### src/rtl/spi_rate_pkg.sv
package spi_rate_pkg;

   typedef enum logic {
      ST_IDLE = 1'b0,
      ST_RUN  = 1'b1
   } srs_state_e;

   localparam int unsigned SRS_DATA_W   = 32;
   localparam int unsigned SRS_PRE_W    = 2;
   localparam int unsigned SRS_FINE_W   = 6;
   localparam int unsigned SRS_FINE_MIN = 4;

endpackage

### src/rtl/srs_divider.sv
module srs_divider #(
   parameter int unsigned W = 32
) (
   input  logic         clk,
   input  logic         rst_n,
   input  logic         go_i,
   input  logic [W-1:0] num_i,
   input  logic [W-1:0] den_i,
   output logic         fin_o,
   output logic [W-1:0] quo_o
);
   localparam int unsigned CW = $clog2(W + 1);

   logic [W-1:0]  rem_r, quo_r, den_r;
   logic [CW-1:0] cnt_r;
   logic [W:0]    diff;
   logic          ge;
   logic [W-1:0]  rem_n;

   // trial subtraction of the divisor from the shifted partial remainder
   assign diff  = {rem_r, quo_r[W-1]} - {1'b0, den_r};
   assign ge    = ~diff[W];
   assign rem_n = ge ? diff[W-1:0] : {rem_r[W-2:0], quo_r[W-1]};

   always_ff @(posedge clk) begin
      if (!rst_n) begin
         rem_r <= '0;
         quo_r <= '0;
         den_r <= '0;
         cnt_r <= '0;
         fin_o <= 1'b0;
      end else if (go_i) begin
         rem_r <= '0;
         quo_r <= num_i;
         den_r <= den_i;
         cnt_r <= CW'(W);
         fin_o <= 1'b0;
      end else if (cnt_r != '0) begin
         rem_r <= rem_n;
         quo_r <= {quo_r[W-2:0], ge};
         cnt_r <= cnt_r - 1'b1;
         fin_o <= (cnt_r == CW'(1));
      end else begin
         fin_o <= 1'b0;
      end
   end

   assign quo_o = quo_r;

   // the quotient is exact, so the remainder left over is below the divisor
   p_rem_below_den_r3: assert property (@(posedge clk) disable iff (!rst_n)
      fin_o |-> (rem_r < den_r));

endmodule

### src/rtl/srs_pick.sv
module srs_pick #(
   parameter int unsigned DATA_W   = 32,
   parameter int unsigned PRE_W    = 2,
   parameter int unsigned FINE_W   = 6,
   parameter int unsigned FINE_MIN = 4,
   parameter bit          SERIAL   = 1'b1
) (
   input  logic              clk,
   input  logic              rst_n,
   input  logic              go_i,
   input  logic [DATA_W-1:0] quot_i,
   output logic              fin_o,
   output logic [PRE_W-1:0]  pre_o,
   output logic [FINE_W-1:0] fine_o
);
   localparam int unsigned NUM_PRE  = 1 << PRE_W;
   localparam int unsigned FINE_MAX = (1 << FINE_W) - 1;
   localparam logic [DATA_W-1:0] LOW_LIM  = DATA_W'(FINE_MIN + 1);
   localparam logic [DATA_W-1:0] HIGH_LIM = DATA_W'(FINE_MAX + 1);

   logic              fire;
   logic [PRE_W-1:0]  pre_n;
   logic [FINE_W-1:0] fine_n;

   function automatic logic [FINE_W-1:0] fine_of(input logic [DATA_W-1:0] t);
      if (t < LOW_LIM) return FINE_W'(FINE_MIN);
      return FINE_W'(t - DATA_W'(1));
   endfunction

   generate
      if (SERIAL) begin : g_serial
         logic [DATA_W-1:0] q_r, t_s;
         logic [PRE_W-1:0]  idx_r;
         logic              act_r, hit, last;

         assign t_s    = q_r >> (32'(idx_r) + 32'd2);
         assign hit    = (t_s <= HIGH_LIM);
         assign last   = (idx_r == PRE_W'(NUM_PRE - 1));
         assign fire   = act_r && (hit || last);
         assign pre_n  = idx_r;
         assign fine_n = hit ? fine_of(t_s) : FINE_W'(FINE_MAX);

         always_ff @(posedge clk) begin
            if (!rst_n) begin
               q_r   <= '0;
               idx_r <= '0;
               act_r <= 1'b0;
            end else if (go_i) begin
               q_r   <= quot_i;
               idx_r <= '0;
               act_r <= 1'b1;
            end else if (act_r) begin
               if (hit || last) act_r <= 1'b0;
               else             idx_r <= idx_r + 1'b1;
            end
         end

         // a candidate code is only tried while a search is active
         p_idx_held_idle_r3: assert property (@(posedge clk) disable iff (!rst_n)
            !act_r && !go_i |=> $stable(idx_r));
      end else begin : g_parallel
         logic [DATA_W-1:0] t_c [NUM_PRE];

         for (genvar g = 0; g < NUM_PRE; g++) begin : g_cand
            assign t_c[g] = quot_i >> (g + 2);
         end

         always_comb begin
            logic found;
            found  = 1'b0;
            pre_n  = PRE_W'(NUM_PRE - 1);
            fine_n = FINE_W'(FINE_MAX);
            for (int i = 0; i < NUM_PRE; i++) begin
               if (!found && (t_c[i] <= HIGH_LIM)) begin
                  found  = 1'b1;
                  pre_n  = PRE_W'(i);
                  fine_n = fine_of(t_c[i]);
               end
            end
         end
         assign fire = go_i;
      end
   endgenerate

   always_ff @(posedge clk) begin
      if (!rst_n) begin
         fin_o  <= 1'b0;
         pre_o  <= '0;
         fine_o <= '0;
      end else begin
         fin_o <= fire;
         if (fire) begin
            pre_o  <= pre_n;
            fine_o <= fine_n;
         end
      end
   end

   // every produced fine code respects the lower bound of the window
   p_fine_floor_r2: assert property (@(posedge clk) disable iff (!rst_n)
      fin_o |-> (fine_o >= FINE_W'(FINE_MIN)));

endmodule

### src/rtl/spi_rate_solver.sv
module spi_rate_solver
   import spi_rate_pkg::*;
#(
   parameter int unsigned DATA_W   = SRS_DATA_W,
   parameter int unsigned PRE_W    = SRS_PRE_W,
   parameter int unsigned FINE_W   = SRS_FINE_W,
   parameter int unsigned FINE_MIN = SRS_FINE_MIN,
   parameter bit          SERIAL   = 1'b1
) (
   input  logic              clk,
   input  logic              rst_n,
   input  logic              start_i,
   input  logic [31:0]       ref_hz_i,
   input  logic [31:0]       rate_hz_i,
   output logic              busy_o,
   output logic              done_o,
   output logic              zero_err_o,
   output logic [1:0]        pre_sel_o,
   output logic [5:0]        fine_sel_o
);
   localparam int unsigned FINE_MAX = (1 << FINE_W) - 1;
   localparam int unsigned NUM_PRE  = 1 << PRE_W;

   initial begin
      a_cfg_width: assert (DATA_W == 32 && PRE_W == 2 && FINE_W == 6)
         else $error("port widths fixed at 32/2/6");
      a_cfg_window: assert (FINE_MIN >= 1 && FINE_MIN < FINE_MAX)
         else $error("fine window empty");
      a_cfg_span: assert (DATA_W > NUM_PRE + 2)
         else $error("data width too small for coarse span");
   end

   srs_state_e        state_q;
   logic              acc_ok, go_div, zero_hit;
   logic              div_fin, pk_fin;
   logic [DATA_W-1:0] quot;
   logic [PRE_W-1:0]  pk_pre;
   logic [FINE_W-1:0] pk_fine;

   assign acc_ok   = start_i && (state_q == ST_IDLE);
   assign go_div   = acc_ok && (rate_hz_i != '0);
   assign zero_hit = acc_ok && (rate_hz_i == '0);

   srs_divider #(.W(DATA_W)) div_i (
      .clk   (clk),
      .rst_n (rst_n),
      .go_i  (go_div),
      .num_i (ref_hz_i),
      .den_i (rate_hz_i),
      .fin_o (div_fin),
      .quo_o (quot)
   );

   srs_pick #(
      .DATA_W   (DATA_W),
      .PRE_W    (PRE_W),
      .FINE_W   (FINE_W),
      .FINE_MIN (FINE_MIN),
      .SERIAL   (SERIAL)
   ) pick_i (
      .clk    (clk),
      .rst_n  (rst_n),
      .go_i   (div_fin),
      .quot_i (quot),
      .fin_o  (pk_fin),
      .pre_o  (pk_pre),
      .fine_o (pk_fine)
   );

   always_ff @(posedge clk) begin
      if (!rst_n) begin
         state_q    <= ST_IDLE;
         done_o     <= 1'b0;
         zero_err_o <= 1'b0;
         pre_sel_o  <= '0;
         fine_sel_o <= '0;
      end else begin
         done_o <= 1'b0;
         if (zero_hit) begin
            zero_err_o <= 1'b1;
            pre_sel_o  <= PRE_W'(NUM_PRE - 1);
            fine_sel_o <= FINE_W'(FINE_MAX);
            done_o     <= 1'b1;
         end else if (go_div) begin
            zero_err_o <= 1'b0;
            state_q    <= ST_RUN;
         end else if (state_q == ST_RUN && pk_fin) begin
            pre_sel_o  <= pk_pre;
            fine_sel_o <= pk_fine;
            done_o     <= 1'b1;
            state_q    <= ST_IDLE;
         end
      end
   end

   assign busy_o = (state_q == ST_RUN);

   // the result-valid strobe never lasts two cycles
   p_done_pulse_r6: assert property (@(posedge clk) disable iff (!rst_n)
      done_o |=> !done_o);

   // results stay frozen while a computation is running
   p_hold_busy_r7: assert property (@(posedge clk) disable iff (!rst_n)
      ($past(busy_o) && busy_o) |-> ($stable(pre_sel_o) && $stable(fine_sel_o)));

   // a zero-rate result always carries the slowest setting
   p_zero_slow_r8: assert property (@(posedge clk) disable iff (!rst_n)
      (done_o && zero_err_o) |-> (pre_sel_o == 2'd3 && fine_sel_o == 6'd63));

   // a start seen while busy leaves the block busy or finishing
   p_start_busy_r7: assert property (@(posedge clk) disable iff (!rst_n)
      (busy_o && start_i && !pk_fin) |=> busy_o);

endmodule

### config.mk
export PLATFORM = sky130hd
export DESIGN_NAME = spi_rate_solver
export DESIGN_NICKNAME = d
export VERILOG_FILES = /design/src/rtl/spi_rate_pkg.sv /design/src/rtl/srs_divider.sv /design/src/rtl/srs_pick.sv /design/src/rtl/spi_rate_solver.sv
export SDC_FILE = /design/constraint.sdc
export NUM_CORES = 1
export LEC_CHECK = 0
export ABC_AREA = 1
export BUFFER_PORTS_ARGS = -buffer_cell sky130_fd_sc_hd__clkbuf_2
export CORE_MARGIN = 3
export CORE_UTILIZATION = 61
export DETAILED_ROUTE_END_ITERATION = 6
export PLACE_DENSITY = 0.81
export SKIP_CTS_REPAIR_TIMING = 1
export SYNTH_ARGS = -nofsm -noshare
export SYNTH_HDL_FRONTEND = slang
export SYNTH_HIERARCHICAL = 1
export SYNTH_SLANG_ARGS = --single-unit
### constraint.sdc
create_clock -name clk -period 2.6 [get_ports clk]
set_input_delay 0.52 -clock clk [delete_from_list [all_inputs] [get_ports clk]]
set_output_delay 0.52 -clock clk [all_outputs]
set_load 0.05 [all_outputs]
-- Word-level counts from Yosys, hierarchy flattened
Index checks and enable logic that the tools add are counted.
- add/sub/neg operators: 5
- magnitude comparators: 2
- equality and inequality tests: 3
- shift operators: 1
- mux-type cells: 25
- bitwise logic cells: 6
- reductions and logical operators: 19
- operators with widths (operator ; number):
    32-bit two-way mux ; 3
    6-bit two-way mux ; 8
    33-bit by 32-bit subtractor with 33-bit output ; 1
    32-bit by 7-bit less-or-equal comparator with 1-bit output, second input constant ; 1
    32-bit zero test ; 1
    32-bit by 3-bit less-than comparator with 1-bit output, second input constant ; 1
    32-bit nonzero test ; 1
    32-bit by 3-bit >> shifter with 32-bit output ; 1
    6-bit by 1-bit subtractor with 6-bit output, second input constant ; 2
    1-bit two-way mux ; 11
    2-bit nonzero test ; 4
    6-bit by 1-bit == test with 1-bit output, second input constant ; 1
    2-bit two-way mux ; 3
    1-bit NOT ; 6
    2-bit AND reduction ; 3
    6-bit nonzero test ; 1
    1-bit logical AND ; 5
    2-bit OR reduction ; 2
    2-bit by 2-bit adder with 3-bit output, second input constant ; 1
    3-bit OR reduction ; 1
    2-bit by 1-bit adder with 2-bit output, second input constant ; 1
    2-bit == test, second input constant ; 1
    2-bit != test, second input constant ; 1
    1-bit logical OR ; 1
- flip-flop bits (word level): 158
- input bits: 67
- logic and storage cells: 78

-- Longest topological paths before layout
Gate-level depths: netlist of the first run.
- depth after elaboration: 7
- depth in mapped cells: 19
- gate-level depth less buffers: 18

-- Cells and area by module
Netlist of the first run, hierarchy kept.
- by module, submodules not included (module ; instances ; cells an instance ; area each (µm²) ; sequential area each (µm²)):
    srs_divider ; 1 ; 1175 ; 7173.1 ; 2062.0
    srs_pick ; 1 ; 303 ; 2010.7 ; 840.8
    spi_rate_solver ; 1 ; 71 ; 520.5 ; 220.2

-- Least setup slack after synthesis of the first run
OpenSTA, ideal clock, no wires.
- kind: flip-flop to flip-flop
- from: reg div_i.quo_r[31] (netlist: div_i/quo_o[31])
- to: reg div_i.rem_r[0]
- arrival: 2.103 ns
- data required time: 2.487 ns
- path slack: 0.384 ns
- cell stages (with the launch flop): 19
- path through: dfxtp_1 inv_1 ha_1 fa_1 inv_1 nand2_1 nand2_1 nand3_1 nand2_2 nand2_4 nand2_4 nand2_4 nand2_4 nand2_4 nand2_8 buf_12 nand2_1 nand3_1 nand2_1
- word-level cells in the longest chain between the ends: 2
- ends and longest elaborated chain (element ; RTL line ; RTL):
    start, declared ; srs_divider.sv:14 ; logic [W-1:0] rem_r, quo_r, den_r;
    start signal, assigned ; srs_divider.sv:34 ; quo_r <= num_i;
    start signal, assigned ; srs_divider.sv:40 ; quo_r <= {quo_r[W-2:0], ge};
    33-bit by 32-bit subtractor with 33-bit output ; srs_divider.sv:21 ; assign diff = {rem_r, quo_r[W-1]} - {1'b0, den_r};
    32-bit two-way mux (*) ; srs_divider.sv:23 ; assign rem_n = ge ? diff[W-1:0] : {rem_r[W-2:0], quo_r[W-1]};
    end signal, assigned ; srs_divider.sv:39 ; rem_r <= rem_n;
    end, declared ; srs_divider.sv:14 ;
Mark *: on every way between the ends. The rest lies on a longest branch, timed or not.
A chain may end at the register's enable or synchronous reset.

-- Worst setup path after layout of the first run
Ends and elaborated chain as after synthesis.

==> results by group, run 1 <==
Detailed routing
  • Post-route DRC violation count: 0
  • Routed WL per cell: 13.31 um
  • Met2 routed WL: 11960 um
  • Starting DRT DRC Count: 718
  • First-pass DRT Iterations: 5
  • M1 WL: 10540 um
  • Top routing layer used: met4
  • Vias per inst: between 5 and 6
  • Routed wire length: around 24000 um
  • Vias after detailed routing: between 9000 and 10000
  • Met3 WL: 1564 um
  • Antenna viol nets, final: 0

Yosys
  • Avg Cell Area, Syn: between 6 and 7 sq um
  • Mapped Area: 9704 sq um
  • Seq/Total Area, Yosys: between 30 and 40%
  • Synth Instances: 1549
  • Post-synthesis register bit count: 156
  • Yosys top cell area share: 32.18%
  • Top cells by area, synth: dfxtp_1, nand2_1, nor2_1
  • Yosys warning total: 6
  • Mapped Nets: roughly 1700
  • Post-synthesis cell type count: 41
  • Yosys top cell by area: dfxtp_1

STA
  • Final Setup Violations: 0
  • Clock Skew: roughly 11 ps
  • Final Cycle Share: 93.47%
  • FMAX: 411.5 MHz
  • Worst-margin pin slew: 638.4 ps
  • Final hold violations: 0
  • Fin crit period: 2430 ps
  • Slew margin rel.: about 57%
  • RSZ-0062 raised after global routing: false
  • Slew Limit Fails: 0
  • Final setup TNS: 0 ps

Critical path
  • Worst reg2reg path startpoint: div_i/quo_o[31]
  • CP Class: reg2reg
  • CP Capture Type: register
  • R2R Setup Slk: 170 ps
  • Worst path arrival time: roughly 2800 ps
  • Reg2Reg Depth: 17
  • Worst R2R End: div_i/rem_r[0]
  • Type of origin of the critical path: register
  • Required @ worst endpoint: 2920 ps
  • Crit-path max FO: 18

Clock network
  • CTS sink count: 156
  • Clock Tree Root: clkbuf_16
  • H-tree depth: 4
  • Total CTS buffers: 17
  • CTS clk-pin slew, worst paths: ~60 ps
  • Worst skew pair latency: about 430 ps
  • CTS tree: yes
  • Worst-case clock buffer depth: 2

Power and ir drop
  • Sequential share of power: between 20% and 30%
  • Pint: 0.006414 W
  • Gate power share: a little over half
  • Peak supply drop: about 0.61 mV
  • Sw frac: 46.68%
  • Leakage: 5.874 nW
  • Switching pwr: 0.005614 W
  • Clock network fraction of total power: 20.2%
  • PwrDens: 1102 nW/um^2

Placed design
  • Detailed placer's ending HPWL: approximately 18000 um
  • Placed cells: 1804
  • GP Congestion: between 0.9 and 1
  • Port bufs: slightly below 80

Floorplanning
  • Io pins: 78
  • FP Rows: 45
  • Die area: between 15000 and 20000 sq um
  • Core ar.: 15370 sq um
  • Die W: 132.1 um
  • Initial Util: 63.13%
  • Die height: 132.1 um

Finish
  • Area Growth Syn to Fin: 12.52%
  • Final nets: roughly 1700
  • Fill cells: ~1300
  • Post-route insts no fill: ~1800
  • Inserted Diodes: 0
  • Layout cells sized above 1: between 10% and 20%

Global routing
  • Largest net degree at the start of global routing: 62
  • First-pass GRT wire length: just over 40000 um
  • Vias in the first global route: around 8900
  • GR Util All Layers: 27.58%
  • Initial antenna violation count: 0
  • Grt total ovfl: 0

Hold path
  • Hold Crit Class: in2reg
  • WHS Endpoint: div_i/quo_o[26]
  • HP Start: ref_hz_i[26]
  • Hold Path Stages: 3

Run
  • MaxCap Viol Count: 0

Outcome
  • Outcome: finished clean
[critical path, cell delays in order (launching register included)]
cell and delay, ps:
dfxtp_1 350, inv_1 70, ha_1 220, fa_2 370
inv_2 80, nand2_1 50, nand2_1 70, nand3_1 90
nand2_2 130, nand2_4 70, nand2_4 70, nand2_4 80
nand2_4 90, nand2_4 170, nand2_4 230, nand2_1 70
nand3_1 80, nand2_1 50
[cell type report]
| cell class | count | area (sq um) | area share (%) |
|---|---|---|---|
| clock inverter | 12 | 137.6 | 1.260 |
| timing repair buffer | 101 | 640.6 | 5.867 |
| tap | 211 | 264.0 | 2.418 |
| inverter | 224 | 840.8 | 7.700 |
| clock buffer | 19 | 442.9 | 4.056 |
| sequential | 156 | 3123 | 28.60 |
| multi-input combinational | 1116 | 5470 | 50.10 |
[synth_stat cells]
cell and count:
ha_1 38, nand2_4 7, fa_1 1, nand4_1 10, buf_1 2, nand3_2 4, xor2_1 10, dfxtp_1 156
o21bai_1 6, and3_1 1, buf_2 9, buf_6 5, buf_4 3, a31oi_1 15, a21o_1 1, nand2_8 1
nand2_2 30, o21ai_0 70, xnor2_1 3, or2_1 1, a22oi_1 17, nand3_4 2, nor2_1 221, a21oi_4 1
clkbuf_1 33, clkinv_1 2, o22ai_1 3, inv_2 6, o21ai_2 1, nor2_2 4, nand3_1 123, nand2_1 431
inv_1 216, and2_1 4, nor2_4 2, a21oi_2 4, mux2i_1 8, o21ai_1 2, buf_12 2, a21oi_1 87
nor3_1 7
[state kept, by name, summed over array words and instances (netlist names), 6 cells and up]
name                 count
div_i/rem_r             32
fine_sel_o               6
div_i/cnt_r              6
pick_i/g_serial.q_r     30
div_i/quo_o             32
pick_i/fine_o            6
div_i/den_r             32
[power groups by stage]
stage          logic [W]  clock network (W)  registers [W]
2_1_floorplan    0.00511                  0        0.00299
3_3_place_gp     0.00621                  0        0.00305
3_5_place_dp     0.00632                  0        0.00305
4_1_cts          0.00637            0.00248        0.00301
5_1_grt          0.00741            0.00258        0.00306
6_report         0.00658            0.00244        0.00301
[routing by layer]
layer,vias up,global-route usage [%]
li1,5003,-
met1,4420,35.15
met2,285,47.52
met3,36,5.420
met4,0,7.993
met5,-,0
[metrics by stage]
stage | setup WS [ps] | total power (W) | utilization, % | area (sq um) | hold slack, ps
detailed placement | 113.1 | 0.009371 | 66.89 | 10280 | 455.8
floorplan | 383.8 | 0.008102 | - | 9704 | 428.6
finish | 169.8 | 0.01203 | 71.04 | 10920 | 347.7
global route | 4.562 | 0.01305 | 71.04 | 10920 | 342.4
global placement | 212.2 | 0.009254 | 66.89 | 10280 | 443.8
CTS | 99.96 | 0.01186 | 70.66 | 10860 | 335.4
[cells by family (layout without fill, tap and decap cells)]
family	after synthesis	in the layout	share of synthesized area [%]
xor gates and xnor gates	13	13	1.173
DFF	156	156	32.18
AOI/OAI and AO/OA	207	207	11.84
buffers and inverters	278	356	11.71
and+or+nand+nor	848	849	37.17
muxes	8	8	0.8252
adders and majority gates	39	39	5.106
[worst max-delay path by stage]
stage / endpoint / from / depth (start not counted)
after floorplan: div_i/rem_r[0] / div_i/quo_o[31] / 18
after global placement: div_i/rem_r[30] / div_i/quo_o[31] / 17
after detailed placement: div_i/rem_r[17] / div_i/quo_o[31] / 17
after CTS: div_i/rem_r[17] / div_i/quo_o[31] / 17
after global routing: div_i/rem_r[16] / div_i/quo_o[31] / 18
final: div_i/rem_r[0] / div_i/quo_o[31] / 17
[layout by cell type (no fill, tap or decap), drive strengths merged]
| cell type | synthesis | final |
|---|---|---|
| nor2 | 227 | 227 |
| mux2i | 8 | 8 |
| nand4 | 10 | 10 |
| xnor2 | 3 | 3 |
| fa | 1 | 1 |
| buf | 21 | 24 |
| xor2 | 10 | 10 |
| clkbuf | 33 | 96 |
| dfxtp | 156 | 156 |
| ha | 38 | 38 |
| nor3 | 7 | 7 |
| and2 | 4 | 4 |
| a21o | 1 | 1 |
| nand3 | 129 | 129 |
| clkinvlp | 0 | 2 |
| clkinv | 2 | 8 |
| a21oi | 92 | 92 |
| a22oi | 17 | 17 |
| or2 | 1 | 1 |
| a31oi | 15 | 15 |
| inv | 222 | 224 |
| and3 | 1 | 1 |
| bufinv | 0 | 2 |
| o22ai | 3 | 3 |
| o21ai | 73 | 73 |
| o21bai | 6 | 6 |
| nand2 | 469 | 470 |
No activity file was read; power rests on OpenSTA's default activity.
==> run 2, diff against run 1 <==
--- a/config.mk
+++ b/config.mk
@@ -5,7 +5,7 @@
 export SDC_FILE = /design/constraint.sdc
 export NUM_CORES = 1
 export LEC_CHECK = 0
-export ABC_AREA = 1
+export ABC_AREA = 0
 export BUFFER_PORTS_ARGS = -buffer_cell sky130_fd_sc_hd__clkbuf_2
 export CORE_MARGIN = 3
 export CORE_UTILIZATION = 61
==> run 2 against run 1 <==
The flow now finishes with violations (setup timing). Critical path depth is 4 lower. Synthesized cell count decreased by 29%. Die area is 5.9% lower. Routed wire length down 2.2%. Cell area up 1.9%. Critical endpoint is now div_i/rem_r[1]. Largest cell class unchanged.
==> results by group, run 2 <==
Outcome
  • Outcome: complete, but fails checks
  • Failing checks: setup timing

STA
  • RSZ-0062 raised after global routing: true
  • Hold slack: 330.9 ps (-16.85 ps)
  • Final Cycle Share: 104.1% (+11 points)
  • Final Setup Violations: 20 (+20)
  • Slew Limit Fails: 0 (unchanged)
  • Slew margin rel.: 67.64% (+10 points)
  • Final worst setup slack: -106.6 ps (-276.4 ps)
  • Final hold violations: 0 (unchanged)
  • Worst-margin pin slew: 478.7 ps (-159.7 ps)
  • Fin crit period: 2707 ps (+276.4 ps)
  • Final setup TNS: -725.3 ps (-725.3 ps)
  • FMAX: 369.5 MHz (-10%)
  • Clock Skew: 8.550 ps (-2.626 ps)

Yosys
  • Seq/Total Area, Yosys: 34.30% (+2.1 points)
  • Mapped Area: 9104 sq um (-6.2%)
  • Avg Cell Area, Syn: 8.254 sq um (+32%)
  • Yosys top cell area share: 34.30% (+2.1 points)
  • Count leader, synth: dfxtp_1
  • Top cells by area, synth: dfxtp_1, mux2i_1, a21oi_1
  • Fraction of registers with async set/reset: 0% (unchanged)
  • Yosys top cell by area: dfxtp_1
  • Most used DFF post-synth: dfxtp_1
  • Synth Instances: 1103 (-29%)
  • Mapped Nets: 1209 (-27%)
  • Post-synthesis register bit count: 156 (unchanged)
  • Number of flops mapped to enable cells by yosys: 0 (unchanged)
  • Yosys warning total: 6 (unchanged)
  • Post-synth top cells: dfxtp_1, nand2_1, a21oi_1, mux2i_1, nor2_1
  • Post-synthesis cell type count: 75 (+83%)

Detailed routing
  • Starting DRT DRC Count: 725 (+0.97%)
  • Routed wire length: 23930 um (-2.2%)
  • Routed WL per cell: 16.85 um (+27%)
  • Vias after detailed routing: 8531 (-12%)
  • First-pass DRT Iterations: 5 (unchanged)
  • Post-route DRC violation count: 0 (unchanged)
  • Antenna viol nets, final: 0 (unchanged)
  • Vias per inst: 6.008 (+13%)

Finish
  • Final core area utilization: 76.25% (+5.2 points)
  • Area Growth Syn to Fin: 22.20%
  • Inserted Diodes: 0 (unchanged)
  • Final nets: 1329 (-23%)
  • Most frequent cells in the layout: dfxtp_1, nand2_1, a21oi_1
  • Finished Cell Area: 11120 sq um (+1.9%)
  • Commonest non-fill, non-tap cell in the layout: dfxtp_1
  • Layout cells sized above 1: 23.22% (+11 points)
  • FF/Latch Area: 3134 sq um (+0.36%)
  • Multi-input logic area: 5826 sq um (+6.5%)
  • Post-route insts no fill: 1420 (-23%)
  • Fill cells: 1006 (-25%)

Critical path
  • Type of origin of the critical path: register
  • CP Capture Type: register
  • Crit-path max FO: 7 (-11)
  • CP Class: reg2reg
  • Worst reg2reg path startpoint: div_i/den_r[5]
  • Required @ worst endpoint: 2940 ps (+20 ps)
  • Timing startpoint of the critical path: div_i/den_r[5]
  • Worst path arrival time: 3050 ps (+300 ps)

Floorplanning
  • Io pins: 78 (unchanged)
  • Die height: 128.2 um (-3.0%)
  • Die area: 16430 sq um (-5.9%)
  • Die W: 128.2 um (-3.0%)
  • FP Rows: 44 (-2.2%)
  • Core ar.: 14590 sq um (-5.1%)
  • Initial Util: 62.40% (-0.73 points)

Power and ir drop
  • Sw frac: 42.25% (-4.4 points)
  • Clock network fraction of total power: 21.6% (+1.4 points)
  • Switching pwr: 0.005130 W (-8.6%)
  • Gate power share: 54.1% (-0.6 points)
  • Sequential share of power: 24.3% (-0.8 points)
  • Leakage: 4.482 nW (-24%)
  • PwrDens: 1092 nW/um^2 (-0.91%)
  • Pint: 0.007013 W (+9.3%)
  • Peak supply drop: 0.7173 mV (+18%)

Clock network
  • H-tree depth: 4 (unchanged)
  • CTS tree: yes
  • Worst-case clock buffer depth: 2 (unchanged)
  • Clock Tree Root: clkbuf_16
  • CTS sink count: 156 (unchanged)
  • CTS clk-pin slew, worst paths: 70 ps (about the same)
  • Worst skew pair latency: 440 ps (about the same)
  • Total CTS buffers: 17 (unchanged)

Global routing
  • GR Util All Layers: 28.10% (+0.52 points)
  • Initial antenna violation count: 0 (unchanged)
  • Grt total ovfl: 0 (unchanged)
  • First-pass GRT wire length: 37780 um (-6.6%)
  • Vias in the first global route: 7967 (-11%)
  • Largest net degree at the start of global routing: 56 (-9.7%)

Placed design
  • Placed cells: 1376 (-24%)
  • Detailed placer's ending HPWL: 15940 um (-12%)
  • Placed cell area: 10130 sq um (-1.4%)
  • Port bufs: 77 (unchanged)
  • GP Congestion: 0.9425 (-1.0%)

Hold path
  • HP Start: ref_hz_i[23]
  • Hold Crit Class: in2reg

Run
  • MaxCap Viol Count: 0 (unchanged)
==> run 2: changes by cell type after synthesis, sizes merged, moves of 10 or more <==
cell	previous run	this run
a21oi	92	120
a22oi	17	0
inv	222	48
mux2	0	12
mux2i	8	76
nand2	469	142
nand3	129	19
nor2	227	69
nor2b	0	68
nor4	0	17
o21a	0	21
o21ai	73	53
o31ai	0	10
xnor2	3	20
==> run 2: logic make-up after synthesis <==
kind of cell | Yosys count | synth area share (%)
fa+ha+maj | 39 | 5.443
buf+inv | 116 | 5.223
simple gates | 388 | 21.63
mux | 92 | 10.83
xor+xnor | 33 | 3.464
flops | 156 | 34.30
compound gates | 279 | 19.10
==> run 2: through the flow <==
stage                     worst slack [ps]  total power (W)
after floorplan                     -137.6         0.006914
final                               -106.6          0.01214
after global placement              -20.74         0.008377
after detailed placement            -101.2         0.008470
after CTS                           -175.9          0.01118
after global routing                -254.3          0.01287
==> run 2: metal layers <==
metal	global-route usage, %	routed length, um	part of all wire, %	vias up
met3	4.625	1400	5.9	87
met5	0	0	0	-
met4	11.49	934	3.9	0
li1	-	-	-	4136
met2	48.95	11950	50	319
met1	34.45	9641	40	3989
==> run 2: area by class of cell <==
type / instances / share of cell area, %
timing repair buffer: 169 / 10.26
inverter: 48 / 1.620
clock inverter: 15 / 1.687
tap: 184 / 2.070
sequential: 156 / 28.17
clock buffer: 17 / 3.824
multi-input combinational: 831 / 52.37
==> run 2: worst paths after layout <==
kind                endpoint  slack, ps  cells after the start
min reg2reg  pick_i/pre_o[1]        470                      2
max reg2reg   div_i/rem_r[1]       -110                     13
min          div_i/quo_o[23]        330                      3
max           div_i/rem_r[1]       -110                     13
==> run 2: power groups by stage <==
stage          sequential (W)  combinational [W]  clock (W)
3_5_place_dp          0.00297            0.00550          0
2_1_floorplan         0.00290            0.00401          0
4_1_cts               0.00292            0.00561    0.00265
5_1_grt               0.00298            0.00713    0.00276
3_3_place_gp          0.00296            0.00542          0
6_report              0.00295            0.00658    0.00262
==> run 2: critical path, stage by stage, from the launching register on <==
cell and delay [ps]:
dfxtp_1 370, inv_1 60, ha_1 380, o211ai_1 160
buf_4 170, a21oi_4 120, o21ai_2 90, a41o_1 290
o21ai_4 180, xor2_2 210, buf_6 190, buf_6 120
nor3_2 40, nor4_2 250
